### config.mk
export PLATFORM = sky130hd
export DESIGN_NAME = usplit_top
export DESIGN_NICKNAME = d
export VERILOG_FILES = /design/src/rtl/usplit_pkg.sv /design/src/rtl/usplit_beat_plan.sv /design/src/rtl/usplit_addr_step.sv /design/src/rtl/usplit_gather.sv /design/src/rtl/usplit_top.sv
export SDC_FILE = /design/constraint.sdc
export NUM_CORES = 1
export LEC_CHECK = 0
export BUFFER_PORTS_ARGS = -buffer_cell sky130_fd_sc_hd__buf_2
export CAP_MARGIN = 20
export CORE_ASPECT_RATIO = 1.2
export CORE_MARGIN = 5
export CORE_UTILIZATION = 49
export DETAILED_ROUTE_END_ITERATION = 16
export PLACE_DENSITY = 0.79
export SYNTH_ARGS = -nofsm -noshare
export SYNTH_HDL_FRONTEND = slang
export SYNTH_HIERARCHICAL = 1
export SYNTH_SLANG_ARGS = --single-unit
### constraint.sdc
create_clock -name clk -period 3.64 [get_ports clk]
set_input_delay 0.182 -clock clk [delete_from_list [all_inputs] [get_ports clk]]
set_output_delay 0.182 -clock clk [all_outputs]
set_load 0.02 [all_outputs]
### src/rtl/usplit_pkg.sv
package usplit_pkg;

    typedef enum logic [1:0] {
        SZ_BYTE  = 2'd0,
        SZ_HALF  = 2'd1,
        SZ_WORD  = 2'd2,
        SZ_DWORD = 2'd3
    } acc_size_e;

    typedef enum logic [1:0] {
        ST_IDLE,
        ST_BEAT,
        ST_DONE,
        ST_FAULT
    } split_state_e;

    localparam int BUS_LANES = 4;
    localparam int REQ_BYTES_MAX = 8;

endpackage

### src/rtl/usplit_beat_plan.sv
module usplit_beat_plan (
    input  logic [1:0] lane_off,
    input  logic [3:0] rem_bytes,
    output logic [2:0] beat_bytes,
    output logic [1:0] beat_size,
    output logic [3:0] beat_strb,
    output logic       beat_last
);
    import usplit_pkg::*;

    logic [4:0] fill;

    always_comb begin
        if (rem_bytes >= 4'd4 && lane_off == 2'd0) begin
            beat_bytes = 3'd4;
            beat_size  = SZ_WORD;
        end else if (rem_bytes >= 4'd2 && !lane_off[0]) begin
            beat_bytes = 3'd2;
            beat_size  = SZ_HALF;
        end else begin
            beat_bytes = 3'd1;
            beat_size  = SZ_BYTE;
        end
        fill      = (5'd1 << beat_bytes) - 5'd1;
        beat_strb = fill[3:0] << lane_off;
        beat_last = ({1'b0, beat_bytes} == rem_bytes);
    end

endmodule

### src/rtl/usplit_addr_step.sv
module usplit_addr_step #(
    parameter int ADDR_W    = 32,
    parameter int WRAP_BITS = 29
) (
    input  logic [ADDR_W-1:0] cur,
    input  logic [2:0]        step,
    input  logic              carry_out,
    output logic [ADDR_W-1:0] nxt
);
    logic [ADDR_W-1:0] linear;

    assign linear = cur + ADDR_W'(step);

    generate
        if (WRAP_BITS >= ADDR_W) begin : g_flat
            assign nxt = linear;
        end else begin : g_window
            logic [WRAP_BITS-1:0] low_next;
            assign low_next = cur[WRAP_BITS-1:0] + WRAP_BITS'(step);
            assign nxt = carry_out ? linear
                                   : {cur[ADDR_W-1:WRAP_BITS], low_next};
        end
    endgenerate

endmodule

### src/rtl/usplit_gather.sv
module usplit_gather (
    input  logic        clk,
    input  logic        rst_n,
    input  logic        clear,
    input  logic        capture,
    input  logic [31:0] lane_data,
    input  logic [1:0]  lane_off,
    input  logic [2:0]  nbytes,
    input  logic [2:0]  idx,
    output logic [63:0] merged
);
    logic [31:0] shifted;
    logic [32:0] keep;
    logic [63:0] placed;

    always_comb begin
        shifted = lane_data >> {lane_off, 3'b000};
        keep    = (33'd1 << {nbytes, 3'b000}) - 33'd1;
        placed  = {32'b0, shifted & keep[31:0]} << {idx, 3'b000};
    end

    always_ff @(posedge clk or negedge rst_n) begin
        if (!rst_n)       merged <= '0;
        else if (clear)   merged <= '0;
        else if (capture) merged <= merged | placed;
    end

endmodule

### src/rtl/usplit_top.sv
module usplit_top #(
    parameter int               ADDR_W    = 32,
    parameter int               WRAP_BITS = 29,
    parameter logic [ADDR_W-1:0] PPB_FIRST = 32'hE000_0000,
    parameter logic [ADDR_W-1:0] PPB_LAST  = 32'hE00F_FFFF
) (
    input  logic              clk,
    input  logic              rst_n,
    input  logic              req_valid,
    output logic              req_ready,
    input  logic              req_write,
    input  logic [1:0]        req_size,
    input  logic [ADDR_W-1:0] req_addr,
    input  logic [63:0]       req_wdata,
    input  logic              req_sys_port,
    output logic              bus_valid,
    input  logic              bus_ready,
    output logic              bus_write,
    output logic [ADDR_W-1:0] bus_addr,
    output logic [1:0]        bus_size,
    output logic [3:0]        bus_strb,
    output logic [31:0]       bus_wdata,
    input  logic [31:0]       bus_rdata,
    output logic              rsp_done,
    output logic              rsp_fault,
    output logic [63:0]       rsp_rdata
);
    import usplit_pkg::*;

    split_state_e      state_q, state_d;
    logic [ADDR_W-1:0] cur_q, nxt_addr;
    logic [3:0]        rem_q, req_bytes;
    logic [2:0]        idx_q;
    logic [63:0]       wsh_q;
    logic              sys_q, write_q;

    logic [2:0] beat_bytes;
    logic [1:0] beat_size;
    logic [3:0] beat_strb;
    logic       beat_last;
    logic       misaligned, in_ppb, req_fault, accept, beat_fire;

    // request screening
    always_comb begin
        req_bytes = 4'd1 << req_size;
        unique case (acc_size_e'(req_size))
            SZ_BYTE:  misaligned = 1'b0;
            SZ_HALF:  misaligned = req_addr[0];
            SZ_WORD:  misaligned = |req_addr[1:0];
            SZ_DWORD: misaligned = |req_addr[1:0];
        endcase
        in_ppb    = (req_addr >= PPB_FIRST) && (req_addr <= PPB_LAST);
        req_fault = misaligned && ((acc_size_e'(req_size) == SZ_DWORD) || in_ppb);
        accept    = req_valid && (state_q == ST_IDLE);
        beat_fire = (state_q == ST_BEAT) && bus_ready;
    end

    usplit_beat_plan u_plan (
        .lane_off  (cur_q[1:0]),
        .rem_bytes (rem_q),
        .beat_bytes(beat_bytes),
        .beat_size (beat_size),
        .beat_strb (beat_strb),
        .beat_last (beat_last)
    );

    usplit_addr_step #(.ADDR_W(ADDR_W), .WRAP_BITS(WRAP_BITS)) u_step (
        .cur      (cur_q),
        .step     (beat_bytes),
        .carry_out(sys_q),
        .nxt      (nxt_addr)
    );

    usplit_gather u_gather (
        .clk      (clk),
        .rst_n    (rst_n),
        .clear    (accept),
        .capture  (beat_fire && !write_q),
        .lane_data(bus_rdata),
        .lane_off (cur_q[1:0]),
        .nbytes   (beat_bytes),
        .idx      (idx_q),
        .merged   (rsp_rdata)
    );

    // state register
    always_ff @(posedge clk or negedge rst_n) begin
        if (!rst_n) state_q <= ST_IDLE;
        else        state_q <= state_d;
    end

    always_comb begin
        state_d = state_q;
        unique case (state_q)
            ST_IDLE:  if (req_valid) state_d = req_fault ? ST_FAULT : ST_BEAT;
            ST_BEAT:  if (bus_ready && beat_last) state_d = ST_DONE;
            ST_DONE:  state_d = ST_IDLE;
            ST_FAULT: state_d = ST_IDLE;
        endcase
    end

    // beat datapath
    always_ff @(posedge clk or negedge rst_n) begin
        if (!rst_n) begin
            cur_q   <= '0;
            rem_q   <= '0;
            idx_q   <= '0;
            wsh_q   <= '0;
            sys_q   <= 1'b0;
            write_q <= 1'b0;
        end else if (accept) begin
            cur_q   <= req_addr;
            rem_q   <= req_bytes;
            idx_q   <= '0;
            wsh_q   <= req_wdata;
            sys_q   <= req_sys_port;
            write_q <= req_write;
        end else if (beat_fire) begin
            cur_q <= nxt_addr;
            rem_q <= rem_q - {1'b0, beat_bytes};
            idx_q <= idx_q + beat_bytes;
            wsh_q <= wsh_q >> {beat_bytes, 3'b000};
        end
    end

    // outputs
    always_comb begin
        req_ready = (state_q == ST_IDLE);
        bus_valid = (state_q == ST_BEAT);
        rsp_done  = (state_q == ST_DONE);
        rsp_fault = (state_q == ST_FAULT);
        bus_write = write_q;
        bus_addr  = cur_q;
        bus_size  = beat_size;
        bus_strb  = beat_strb;
        bus_wdata = wsh_q[31:0] << {cur_q[1:0], 3'b000};
    end

    // checks
    assert_reset_idle_R1: assert property (@(posedge clk) disable iff (!rst_n)
        req_ready |-> (!bus_valid && !rsp_done && !rsp_fault));

    assert_beat_aligned_R2: assert property (@(posedge clk) disable iff (!rst_n)
        bus_valid |-> (bus_size != 2'd3) && !(bus_size == 2'd1 && bus_addr[0])
                      && !(bus_size == 2'd2 && bus_addr[1:0] != 2'd0));

    assert_code_wrap_R3: assert property (@(posedge clk) disable iff (!rst_n)
        (beat_fire && !beat_last && !sys_q) |=>
            (bus_addr[ADDR_W-1:WRAP_BITS] == $past(bus_addr[ADDR_W-1:WRAP_BITS])));

    assert_sys_carry_R4: assert property (@(posedge clk) disable iff (!rst_n)
        (beat_fire && !beat_last && sys_q) |=>
            (bus_addr == $past(bus_addr) + ADDR_W'($past(beat_bytes))));

    assert_done_pulse_R6: assert property (@(posedge clk) disable iff (!rst_n)
        rsp_done |=> (!rsp_done && req_ready));

    assert_fault_quiet_R9: assert property (@(posedge clk) disable iff (!rst_n)
        rsp_fault |-> (!bus_valid && !rsp_done));

    assert_fault_pulse_R9: assert property (@(posedge clk) disable iff (!rst_n)
        rsp_fault |=> (!rsp_fault && req_ready));

    assert_busy_blocks_R10: assert property (@(posedge clk) disable iff (!rst_n)
        bus_valid |-> !req_ready);

    assert_hold_stall_R11: assert property (@(posedge clk) disable iff (!rst_n)
        (bus_valid && !bus_ready) |=>
            (bus_valid && $stable(bus_addr) && $stable(bus_size)
             && $stable(bus_strb) && $stable(bus_wdata)));

endmodule

# Word level (Yosys, flattened, before mapping)
# Cells that the tools add are included.
# op_classes
addsub	6
n_lt_le_gt_ge	4
eq_ne	9
n_shift	8
muxes	20
bitwise	2
reduce_logical	22
# op_table
cell	count
2-to-1 mux 64 bit	4
2-to-1 mux 32 bit	3
OR 64 bit	1
<< shifter 32 x 6 -> 64 bit	1
right shift 64 x 6 -> 64 bit	1
adder 32 x 3 -> 32 bit	1
bitwise AND 32 bit	1
>= comparator 32 bit (second input constant)	1
<= comparator 32 bit (second input constant)	1
<< shifter 1 x 6 -> 32 bit (first input constant)	1
<< shifter 32 x 5 -> 32 bit	1
right shift 32 x 5 -> 32 bit	1
subtractor 32 x 1 -> 32 bit (second input constant)	1
adder 29 x 3 -> 29 bit	1
2-to-1 mux 2 bit	5
2-to-1 mux 3 bit	3
== test 2 bit (second input constant)	4
logical AND 1 bit	8
2-to-1 mux 4 bit	2
zero test 2 bit	3
one-hot mux 2 bit (3 select lines)	1
nonzero test 2 bit	3
OR reduction 2 bit	3
== test 2 x 1 -> 1 bit (second input constant)	2
other kinds (16)	18
# totals
ff_bits	171
output_inout_bits	139

# Logic depth before layout (Yosys ltp)
# logic_depth
depth_word	11
ltp_mapped	12
ltp_nobuf	11

# Hierarchy
# The synthesis kept the hierarchy.
# modules_own_cells
mod	instances	cells_each	area_each_um2
usplit_top	1	771	6722.7
usplit_gather	1	466	4095.2
usplit_addr_step	1	90	654.4
usplit_beat_plan	1	21	122.6

# Worst setup path before layout
# OpenSTA, ideal clock, no wires.
# synth_timing
path_kind	register to register
startpoint	register cur_q[1], in the netlist bus_addr[1]
endpoint	register rem_q[3]
setup_ns	0.070
arrival_time_ns	3.117
required_time_ns	3.570
slack_ns	0.453
stages_incl_launch_ff	12
path_buffers	3
path_cell_list	dfrtp_1 o21ai_0 a21oi_1 buf_4 inv_1 buf_6 buf_4 ha_1 nor2b_1 o21a_1 or4_1 nand3_1
# synth_via
elab_chain_len	6
# synth_rtl
item	line	rtl
from (decl)	usplit_top.sv:31	logic [ADDR_W-1:0] cur_q, nxt_addr;
from (signal assigned)	usplit_top.sv:112	cur_q <= req_addr;
from (signal assigned)	usplit_top.sv:119	cur_q <= nxt_addr;
zero test 2 bit	usplit_beat_plan.sv:14	if (rem_bytes >= 4'd4 && lane_off == 2'd0) begin
logical AND 1 bit	usplit_beat_plan.sv:14	
2-to-1 mux 3 bit	usplit_beat_plan.sv:14	
via beat_bytes[1]	usplit_top.sv:37	logic [2:0] beat_bytes;
subtractor 4 x 3 -> 4 bit	usplit_top.sv:120	rem_q <= rem_q - {1'b0, beat_bytes};
2-to-1 mux 4 bit	usplit_top.sv:118	end else if (beat_fire) begin
2-to-1 mux 4 bit	usplit_top.sv:111	end else if (accept) begin
to (signal assigned)	usplit_top.sv:113	rem_q <= req_bytes;
to (signal assigned)	usplit_top.sv:120	
to (decl)	usplit_top.sv:32	logic [3:0] rem_q, req_bytes;
# The timed path passes the listed nets, and every way through them passes these cells. The select of a mux whose other input is x is not followed.
# A chain may end at the register's enable or synchronous reset.

# Final worst setup path
# layout_timing
startpoint	register rem_q[2]
endpoint	register cur_q[11], in the netlist bus_addr[11]
# layout_via
elab_chain_len	8
word_cells_on_any_way	11
classes_between	add/sub (2); order compare (2); mux (5); reduce/logical (2)
# layout_rtl
item	line	rtl
>= comparator 4 x 2 -> 1 bit	usplit_beat_plan.sv:17	end else if (rem_bytes >= 4'd2 && !lane_off[0]) begin
logical AND 1 bit	usplit_beat_plan.sv:17	
2-to-1 mux 2 bit	usplit_beat_plan.sv:17	
2-to-1 mux 3 bit *	usplit_beat_plan.sv:14	
adder 32 x 3 -> 32 bit or adder 29 x 3 -> 29 bit (tied branches)	usplit_addr_step.sv:12, usplit_addr_step.sv:19	
2-to-1 mux 32 bit *	usplit_addr_step.sv:20	assign nxt = carry_out ? linear
via nxt_addr[11]	usplit_top.sv:31	
2-to-1 mux 32 bit *	usplit_top.sv:118	
2-to-1 mux 32 bit *	usplit_top.sv:111	
# The timed path passes the listed nets; every way through them passes the cells marked *. The select of a mux whose other input is x is not followed.

==> results.txt <==
Distinct cell type count after synthesis: 76
Num rows: 61
Basic-gate share of the synthesized area counting and, or, nand and nor cells: 0.202
Internal reg-to-reg setup slack: 0.56 ns
Total power density per cell area: 1010 mW/mm^2
Number of design rule violations left after detail routing: 0
Cell types with the highest counts after synthesis: 171 x sky130_fd_sc_hd__dfrtp_1, 171 x sky130_fd_sc_hd__nand2_1, 154 x sky130_fd_sc_hd__nor2_1
Mean instance size in the synthesized netlist: 8.60 um^2
Combinational family with the most area after synthesis: compound AO/OA/AOI/OAI gates
Hold Vio Cnt, Final: 0
Die footprint: 0.0269 mm^2
Portion of the clock cycle consumed by the worst path in the final layout: 0.845
Worst slack, placed: 0.573 ns
Number of synthesized flops with an enable pin: 0
Final count of pins violating max slew: 0
Global-route met3 utilization: 0.0513
Initial Util: 0.498
Number of I/O port buffers: 274
Tightest slew margin relative to the limit: 0.307
Max-cap viol count: 0
RSZ-0062 raised after global routing: false
Clock sinks: 171
First-pass iteration count of the detailed router: 5
Post-layout worst setup margin: 0.565 ns
Net Switching: 7.25 mW
Clock tree from TritonCTS: done
Net switching share of the total power: 0.505
Floorplan die width: 150 um
Synth Register Bits: 171
Share of total power in sequential cells: 0.250
Worst path required time: 3.99 ns
Status: complete, no violations
Final instance area: 0.0142 mm^2
Layout cell share with drive strength beyond 1: 0.245
Library cell with the largest summed area after synthesis: sky130_fd_sc_hd__dfrtp_1
Nets: 1766
Share of flip-flops with an asynchronous set or reset: 1.00
Arrival time at the worst endpoint: 3.42 ns
Category of the most critical setup path: reg2reg
Clock latency on the worst-skew pair: 0.43 ns
Routability cong.: 0.977
Worst-margin pin slew: 1.03 ns
Syn_nets: 1495
Wire length of the first global-routing pass: 63000 um
Antenna diode count: 0
Clock edge transition at the registers on the reported setup and hold paths: 0.07 ns
Initial DRC count: 1291
Static Leakage: 6.54 nW
Placed insts: 1874
Dominant cells by area after synthesis: sky130_fd_sc_hd__dfrtp_1 37%, sky130_fd_sc_hd__mux2i_1 6.5%, sky130_fd_sc_hd__nand2_1 5.5%, sky130_fd_sc_hd__nor2_1 5.0%, sky130_fd_sc_hd__a21oi_1 4.1%
Num CTS Buffers: 17
Final sum of negative setup slack: 0 ns
Placed cell areas: 0.0131 mm^2
Critical Path Start Type: flop
Number of gates resized after cts: 0
Fraction of synthesized area in multiplexers: 0.0958
Number of buffers on the longest clock path: 2
Largest fanout on the critical path: 56
Time the final worst path needs with I/O delays and setup: 3.08 ns
Synthesized instance count: 1348
Number of antenna violations at the first check in global routing: 1
Met2 global-route usage: 0.488
Cell depth of the worst flop-to-flop path: 12
Total via count after detailed routing: 12200
Core Box Area: 0.0233 mm^2
Type of the worst min-delay path: in2reg
Wire length reported by the detailed router: 41300 um
Logic pwr share: 0.612
Detailed-route wire length per cell: 21.2 um
Arithmetic-cell share of the synthesized area counting full adders, half adders and majority gates: 0.0147
Deepest level of the CTS H-tree: 4
Post-Synthesis Cell Area: 0.0116 mm^2
Synth-to-Final Area Change: 22.3%
Reg-to-Reg Start: rem_q[2]$_DFFE_PN0P_
Xor and xnor fraction of the mapped netlist area: 0.0249
Number of routed nets with antenna violations: 0
Cell depth of the worst min-delay path: 3
R2R Path End: bus_addr[11]$_DFFE_PN0P_
Final setup violation count: 0
Internal power summed over all cells: 7.12 mW
GR Overflow Total: 0
F_max: 325 MHz
Top-level port count: 275
Estimated wirelength of the detail-placed design: 29000 um
Global routing usage on met1: 0.383
Setup Skew: 0.0159 ns
Startpoint of the tightest hold check path: req_wdata[52]
Routed via count divided by cell count: 6.24
Worst Hold Path EP: wsh_q[52]$_DFFE_PN0P_
Yosys Warn Count: 6
IR drop worst, VDD: 0.000472 V
Sort of element at the end of the critical path: flop
Post-synth top flop: sky130_fd_sc_hd__dfrtp_1
Area share of the largest cell type after synthesis: 0.369
Complex-gate fraction of the synthesized area: 0.233
Vias in the first global route: 11500
Clk network pwr share: 0.138
Maximum number of pins on one net before global-route repair: 96
Most Crowded Layer GR: met2
Clk root buf: sky130_fd_sc_hd__clkbuf_16
All-layer global routing usage: 0.297
Layout Cells excl Fill: 1947
Height of the die: 179 um
Sequential share of the synthesized area: 0.369
[sequential cells by signal (all words and copies together) (netlist names)]
| register | flops |
|---|---|
| sys_q | 1 |
| bus_write | 1 |
| state_q | 2 |
| rem_q | 4 |
| u_gather/merged | 64 |
| wsh_q | 64 |
| bus_addr | 32 |
| idx_q | 3 |
[worst max-delay path, stage by stage, from the launching register on]
cell and delay (ns):
sky130_fd_sc_hd__dfrtp_1 0.46, sky130_fd_sc_hd__nor2_1 0.31, sky130_fd_sc_hd__nand2_1 0.15, sky130_fd_sc_hd__a21oi_4 0.16, sky130_fd_sc_hd__buf_4 0.51, sky130_fd_sc_hd__ha_1 0.25, sky130_fd_sc_hd__a21oi_1 0.07, sky130_fd_sc_hd__a211oi_1 0.24
sky130_fd_sc_hd__buf_4 0.24, sky130_fd_sc_hd__and3_1 0.19, sky130_fd_sc_hd__xor2_1 0.15, sky130_fd_sc_hd__nand2_1 0.06, sky130_fd_sc_hd__a31oi_1 0.20
[cells by family (layout without fill, tap and decap cells)]
kind of cell,after synthesis,count (layout)
DFF,171,171
adders and majority gates,12,12
muxes,99,99
xor gates and xnor gates,33,33
buffers and inverters,139,423
AOI/OAI and AO/OA,390,390
and+or+nand+nor,504,504
[cells in the final DEF (no fill, tap or decap), drive strengths merged, types with 40 or more instances in the layout]
master | Yosys | layout
a21oi | 94 | 94
nand2 | 172 | 172
mux2i | 76 | 76
a211oi | 44 | 44
nor2 | 156 | 156
buf | 59 | 316
a221oi | 40 | 40
dlygate4sd3 | 0 | 41
dfrtp | 171 | 171
o21ai | 43 | 43
[power by group through the flow]
stage / clock, mW / combinational, mW / sequential [mW]
after detailed placement: 0 / 8.63 / 3.58
after CTS: 2.02 / 8.71 / 3.55
after global routing: 2.10 / 9.45 / 3.69
final: 1.99 / 8.80 / 3.59
after floorplan: 0 / 5.97 / 3.74
after global placement: 0 / 8.50 / 3.54
[layout make-up]
type                            instances  area, um^2
Clock inverter                         13         181
Clock buffer                           19         453
Inverter                               34         130
Timing Repair Buffer                  357        2100
Tap cell                              315         394
Sequential cell                       171        4280
Fill cell                            2000        9090
Multi-Input combinational cell       1038        6640
[through the flow]
step                      hold WS (ns)  total power, mW  utilization
after floorplan                 -0.114             9.71            -
after global placement           0.351             12.0        0.564
after detailed placement         0.349             12.2        0.564
after CTS                      0.00112             14.3        0.609
after global routing            0.0143             15.2        0.609
final                           0.0115             14.4        0.609
[layer usage]
layer  part of all wire  wire length (um)
met4              0.043              1780
met2               0.48             19700
met3              0.095              3920
met5            0.00032                13
met1               0.38             15800
[worst max path at each step]
stage	slack (ns)	end	cells past startpoint	startpoint
finish	0.56	bus_addr[11]$_DFFE_PN0P_	12	rem_q[2]$_DFFE_PN0P_
global route	0.31	bus_addr[22]$_DFFE_PN0P_	12	rem_q[2]$_DFFE_PN0P_
CTS	0.55	bus_addr[11]$_DFFE_PN0P_	12	rem_q[2]$_DFFE_PN0P_
detailed placement	0.57	bus_addr[11]$_DFFE_PN0P_	12	rem_q[2]$_DFFE_PN0P_
global placement	0.69	bus_addr[11]$_DFFE_PN0P_	12	rem_q[2]$_DFFE_PN0P_
floorplan	0.45	rem_q[3]$_DFFE_PN0P_	11	bus_addr[1]$_DFFE_PN0P_
[repair_timing]
action	in CTS	in global routing
buffers inserted	0	0
hold endpoints to repair	131	0
hold buffers	41	0
Power figures use the tool's default switching activity.
